### src/rtl/page_walk_pkg.sv
package page_walk_pkg;
  localparam int unsigned UNIT_BYTES = 256;
  localparam logic [7:0] OP_HALF0 = 8'h00;
  localparam logic [7:0] OP_HALF1 = 8'h01;
  localparam logic [2:0] ECC_OFS_H0 = 3'd0;
  localparam logic [2:0] ECC_OFS_H1 = 3'd3;

  typedef enum logic {ST_IDLE, ST_STEP} walk_state_e;
endpackage

### src/rtl/pw_range_chk.sv
module pw_range_chk #(
  parameter int OFS_W    = 17,
  parameter int LEN_W    = 17,
  parameter int DEV_SIZE = 65536
) (
  input  logic [OFS_W-1:0] ofs_i,
  input  logic [LEN_W-1:0] len_i,
  output logic             over_o
);
  localparam int SUM_W = ((OFS_W > LEN_W) ? OFS_W : LEN_W) + 1;
  localparam logic [SUM_W-1:0] LIMIT = SUM_W'(DEV_SIZE);

  logic [SUM_W-1:0] end_q;
  assign end_q  = SUM_W'(ofs_i) + SUM_W'(len_i);
  assign over_o = end_q > LIMIT;
endmodule

### src/rtl/pw_addr_split.sv
module pw_addr_split #(
  parameter int OFS_W = 17,
  localparam int PAGE_W = OFS_W - 8
) (
  input  logic [OFS_W-1:0]  ofs_i,
  input  logic              big_i,
  output logic [PAGE_W-1:0] page_o,
  output logic              half_o,
  output logic [7:0]        col_o
);
  always_comb begin
    if (big_i) begin
      page_o = {1'b0, ofs_i[OFS_W-1:9]};
      half_o = ofs_i[8];
    end else begin
      page_o = ofs_i[OFS_W-1:8];
      half_o = 1'b0;
    end
    col_o = ofs_i[7:0];
  end
endmodule

### src/rtl/pw_step_size.sv
module pw_step_size #(
  parameter int LEN_W = 17
) (
  input  logic [7:0]       col_i,
  input  logic [LEN_W-1:0] rem_i,
  output logic [8:0]       cnt_o,
  output logic             last_o
);
  logic [8:0]       avail;
  logic [LEN_W-1:0] avail_w;

  assign avail   = 9'd256 - {1'b0, col_i};
  assign avail_w = LEN_W'(avail);

  always_comb begin
    if (rem_i < avail_w) cnt_o = rem_i[8:0];
    else                 cnt_o = avail;
    last_o = rem_i <= avail_w;
  end
endmodule

### src/rtl/page_walk_rd.sv
module page_walk_rd
  import page_walk_pkg::*;
#(
  parameter int OFS_W    = 17,
  parameter int LEN_W    = 17,
  parameter int DEV_SIZE = 65536,
  localparam int PAGE_W  = OFS_W - 8
) (
  input  logic              clk_i,
  input  logic              rst_ni,
  input  logic              start_i,
  input  logic [OFS_W-1:0]  ofs_i,
  input  logic [LEN_W-1:0]  len_i,
  input  logic              big_page_i,
  output logic              busy_o,
  output logic              step_valid_o,
  input  logic              step_ready_i,
  output logic [7:0]        step_op_o,
  output logic [PAGE_W-1:0] step_page_o,
  output logic [7:0]        step_col_o,
  output logic [8:0]        step_cnt_o,
  output logic [2:0]        step_ecc_ofs_o,
  output logic              err_o,
  output logic              done_o
);
  walk_state_e       state_q;
  logic [PAGE_W-1:0] page_q;
  logic              half_q;
  logic [7:0]        col_q;
  logic [LEN_W-1:0]  rem_q;
  logic              big_q;
  logic              err_q, done_q;

  logic              over;
  logic [PAGE_W-1:0] page_init;
  logic              half_init;
  logic [7:0]        col_init;
  logic [8:0]        cnt;
  logic              last;
  logic              take, fire;

  pw_range_chk #(.OFS_W(OFS_W), .LEN_W(LEN_W), .DEV_SIZE(DEV_SIZE)) u_range (
    .ofs_i (ofs_i),
    .len_i (len_i),
    .over_o(over)
  );

  pw_addr_split #(.OFS_W(OFS_W)) u_split (
    .ofs_i (ofs_i),
    .big_i (big_page_i),
    .page_o(page_init),
    .half_o(half_init),
    .col_o (col_init)
  );

  pw_step_size #(.LEN_W(LEN_W)) u_size (
    .col_i (col_q),
    .rem_i (rem_q),
    .cnt_o (cnt),
    .last_o(last)
  );

  assign take = (state_q == ST_IDLE) && start_i;
  assign fire = (state_q == ST_STEP) && step_ready_i;

  always_ff @(posedge clk_i or negedge rst_ni) begin
    if (!rst_ni) begin
      state_q <= ST_IDLE;
      page_q  <= '0;
      half_q  <= 1'b0;
      col_q   <= '0;
      rem_q   <= '0;
      big_q   <= 1'b0;
      err_q   <= 1'b0;
      done_q  <= 1'b0;
    end else begin
      err_q  <= 1'b0;
      done_q <= 1'b0;
      if (take) begin
        if (over) begin
          err_q <= 1'b1;
        end else if (len_i == '0) begin
          done_q <= 1'b1;
        end else begin
          page_q  <= page_init;
          half_q  <= half_init;
          col_q   <= col_init;
          rem_q   <= len_i;
          big_q   <= big_page_i;
          state_q <= ST_STEP;
        end
      end else if (fire) begin
        rem_q <= rem_q - LEN_W'(cnt);
        col_q <= '0;
        if (!big_q || half_q) page_q <= page_q + 1'b1;
        if (big_q) half_q <= ~half_q;
        if (last) begin
          state_q <= ST_IDLE;
          done_q  <= 1'b1;
        end
      end
    end
  end

  assign busy_o         = state_q == ST_STEP;
  assign step_valid_o   = state_q == ST_STEP;
  assign step_op_o      = half_q ? OP_HALF1 : OP_HALF0;
  assign step_page_o    = page_q;
  assign step_col_o     = col_q;
  assign step_cnt_o     = cnt;
  assign step_ecc_ofs_o = half_q ? ECC_OFS_H1 : ECC_OFS_H0;
  assign err_o          = err_q;
  assign done_o         = done_q;

  // handshake hold
  assert_hold_R8: assert property (@(posedge clk_i) disable iff (!rst_ni)
    step_valid_o && !step_ready_i |=> step_valid_o && $stable(step_op_o) &&
    $stable(step_page_o) && $stable(step_col_o) && $stable(step_cnt_o));

  assert_cnt_range_R3: assert property (@(posedge clk_i) disable iff (!rst_ni)
    step_valid_o |-> (step_cnt_o != 9'd0) && (({1'b0, step_col_o} + {1'b0, step_cnt_o}) <= 10'd256));

  assert_col_zero_R4: assert property (@(posedge clk_i) disable iff (!rst_ni)
    step_valid_o && step_ready_i |=> !step_valid_o || (step_col_o == 8'd0));

  assert_small_op_R2: assert property (@(posedge clk_i) disable iff (!rst_ni)
    step_valid_o && !big_q |-> (step_op_o == OP_HALF0) && (step_ecc_ofs_o == ECC_OFS_H0));

  assert_half_pair_R5: assert property (@(posedge clk_i) disable iff (!rst_ni)
    step_valid_o && step_ready_i && big_q && (step_op_o == OP_HALF0) |=>
    !step_valid_o || ((step_op_o == OP_HALF1) && (step_page_o == $past(step_page_o))));

  assert_err_quiet_R6: assert property (@(posedge clk_i) disable iff (!rst_ni)
    err_o |-> !step_valid_o && !done_o);

  assert_done_idle_R7: assert property (@(posedge clk_i) disable iff (!rst_ni)
    done_o |-> !step_valid_o);
endmodule

### config.mk
export PLATFORM = sky130hd
export DESIGN_NAME = page_walk_rd
export DESIGN_NICKNAME = d
export VERILOG_FILES = /design/src/rtl/page_walk_pkg.sv /design/src/rtl/pw_range_chk.sv /design/src/rtl/pw_addr_split.sv /design/src/rtl/pw_step_size.sv /design/src/rtl/page_walk_rd.sv
export SDC_FILE = /design/constraint.sdc
export NUM_CORES = 1
export LEC_CHECK = 0
export BUFFER_PORTS_ARGS = -buffer_cell sky130_fd_sc_hd__buf_2
export CAP_MARGIN = 0
export CORE_AREA = 2 2 123 125
export CTS_CLUSTER_SIZE = 12
export DETAILED_ROUTE_END_ITERATION = 6
export DIE_AREA = 0 0 125 127
export SLEW_MARGIN = 20
export SYNTH_ARGS = -nofsm -noshare
export SYNTH_HDL_FRONTEND = slang
export SYNTH_HIERARCHICAL = 1
export SYNTH_SLANG_ARGS = --single-unit
### constraint.sdc
create_clock -name clk_i -period 5.1 [get_ports clk_i]
set_input_delay 1.02 -clock clk_i [delete_from_list [all_inputs] [get_ports clk_i]]
set_output_delay 1.02 -clock clk_i [all_outputs]
set_load 0.02 [all_outputs]
==> out/metrics.yaml <==
placed_design:
  place_ws_ns: 0.313
  port_buffers: 71
  placedCellCount: 750
  hpwl_um: 10000
  gp_congestion: 0.906
  place_area_mm2: 0.00465
setup_path:
  r2r_end: "rem_q[12]"
  rrSetupSlack_ns: 0.55
  r2r-start: "step_col_o[3]"
  critical_path.max_fanout: 6
  cp.required_ns: 5.27
  worstPathArrival_ns: 4.72
  startpoint_type: "register"
  crit_path_start: "step_col_o[3]"
  reg2reg_depth: 18
  worstSetupEndpointType: "register"
  critical_path_class: "reg -> reg"
synthesis:
  synth_top_area_cell: "dfrtp_1"
  synth-seq-cells: 39
  async_flop_share: 1.00
  synth_edf_count: 0
  syn_avg_cell_area_um2: 8.16
  ys_types: 76
  yosysTopAreaCellShare: 0.229
  ys_warn_count: 6
  seq_area_frac_synth: 0.229
  synth_ff_type: "dfrtp_1"
  synth.cell_area_mm2: 0.00426
  syn_inst: 522
  synthTopCellsByArea: "dfrtp_1 (23%), ha_1 (11%), a21oi_1 (5.4%)"
drt:
  vias: 4160
  wirelength_um: 12600
  drt_pass1_iterations: 5
  wl_per_cell_um: 16.6
  viasPerCell: 5.49
  antenna_left: 0
  drt_iter0_markers: 219
  drc_errors: 0
cells_and_area:
  fillers: 1542
  final_nets: 651
  fin_area_mm2: 0.00480
  final_common_cell: "buf_2"
  final_cell_mix: "buf_2 (71), a21oi_1 (46), nand2_1 (42), nor2_1 (40), dfrtp_1 (39)"
  insertedDiodeCount: 0
  drive_above_1_share: 0.204
  instances_no_fill: 758
  syn_to_final_growth_pct: 12.6
  post-route-util: 0.333
grt:
  grt_overflow_total: 0
  track_usage: 0.157
  grt_antenna_before_repair: 0
  grt_pass1_wl_um: 20500
  grt_max_degree: 42
  grt_pass1_vias: 3994
die:
  die_x_um: 125
  start_util: 0.295
  rows: 44
  pin_count: 80
  core_mm2: 0.0144
  die_area_mm2: 0.0159
  die_y_um: 127
clock_tree:
  worstSkewPairLatency_ns: 0.29
  clk_pin_slew_ns: 0.07
  numCtsBuffers: 5
  cts_resized: 0
  post-cts-setup-buffer-count: 0
  tritoncts: "yes"
  clockBufferDepth: 2
  numClockSinks: 39
  htreeDepth: 2
  cts_root_buf: "clkbuf_16"
  postCtsHoldBufs: 0
run_status:
  outcome: "finished clean"
power:
  power_mw: 2.74
  vdd_drop_max_v: 0.000212
  p_per_area_mw_per_mm2: 570
  leakage_nw: 2.26
sta:
  slew_viol_final: 0
  fin_crit_sh: 0.893
  slew_headroom: 0.385
  fin_tns_setup_ns: 0
  tightest_slew_ns: 0.922
  max_freq_ghz: 0.220
  whs_ns: 0.525
  hold_viol: 0
  rsz0062_at_grt: "no"
  layout_setup_ws_ns: 0.547
  period_minus_slack_ns: 4.55
  finalSetupViolations: 0
  fin_skew_ns: 0.00733
worst_hold_path:
  worstHoldStart: "big_q"
  whs_path_depth: 1
  min_to: "big_q"
  min_path_type: "reg -> reg"
job:
  max_cap_viol_count: 0
## power by group
| part | leakage [nW] | internal [mW] | switching [mW] |
|---|---|---|---|
| Clock | 0.0658 | 0.180 | 0.136 |
| Combinational | 1.73 | 0.709 | 1.11 |
| Sequential | 0.468 | 0.436 | 0.171 |
## worst max-delay path by stage
| stage | endpoint | cells past startpoint |
|---|---|---|
| after floorplan | step_page_o[2] | 17 |
| after global placement | rem_q[0] | 17 |
| after detailed placement | rem_q[0] | 17 |
| after CTS | rem_q[12] | 18 |
| after global routing | rem_q[11] | 18 |
| final | rem_q[12] | 18 |
## sequential cells by signal, summed over array words and instances (netlist names)
| name | cells |
|---|---|
| big_q | 1 |
| busy_o | 1 |
| done_o | 1 |
| err_o | 1 |
| half_q | 1 |
| rem_q | 17 |
| step_col_o | 8 |
| step_page_o | 9 |
## worst max-delay path, stage by stage, from the launching register on
cell	delay, ns
dfrtp_1	0.45
nor4_1	0.46
nand2_1	0.13
xnor2_1	0.27
ha_1	0.30
a21oi_1	0.13
o21ai_0	0.11
a211oi_2	0.16
o21ai_1	0.11
buf_4	0.18
mux2i_1	0.15
ha_1	0.24
fa_1	0.39
nor2b_1	0.23
o2111a_2	0.27
o2111ai_1	0.25
nand3_1	0.20
a21oi_1	0.07
o2bb2a_1	0.31
## synthesized netlist by cell type (13+ instances only)
| library cell | n |
|---|---|
| nor2_1 | 40 |
| o21ai_1 | 14 |
| inv_1 | 30 |
| buf_4 | 20 |
| dfrtp_1 | 39 |
| mux2i_1 | 13 |
| ha_1 | 37 |
| o21ai_0 | 21 |
| nand3_1 | 13 |
| nand2_1 | 42 |
| nand2b_1 | 13 |
| a21oi_1 | 46 |
## metal layers
layer | vias up | share of wire | wire (µm) | global-route usage
li1 | 1996 | - | - | -
met1 | 2039 | 0.44 | 5550 | 0.204
met2 | 106 | 0.51 | 6390 | 0.277
met3 | 19 | 0.032 | 403 | 0.0147
met4 | 0 | 0.019 | 245 | 0.0497
met5 | - | 0 | 0 | 0
## final cells by class
type,instances,area [µm²],share of cell area
Clock buffer,5,125,0.0261
Timing Repair Buffer,78,408,0.0850
Tap cell,184,230,0.0480
Clock inverter,3,20.0,0.00417
Multi-Input combinational cell,419,2930,0.610
Inverter,30,113,0.0235
Sequential cell,39,976,0.203
## cell families after synthesis
family,count (synthesis),share of synthesized area
buf+inv,71,0.0922
mux,24,0.0675
simple gates,165,0.200
other cells,1,0.000880
fa+ha+maj,39,0.118
compound gates,168,0.262
flops,39,0.229
xor+xnor,15,0.0308
(Power assumes the default switching activity.)
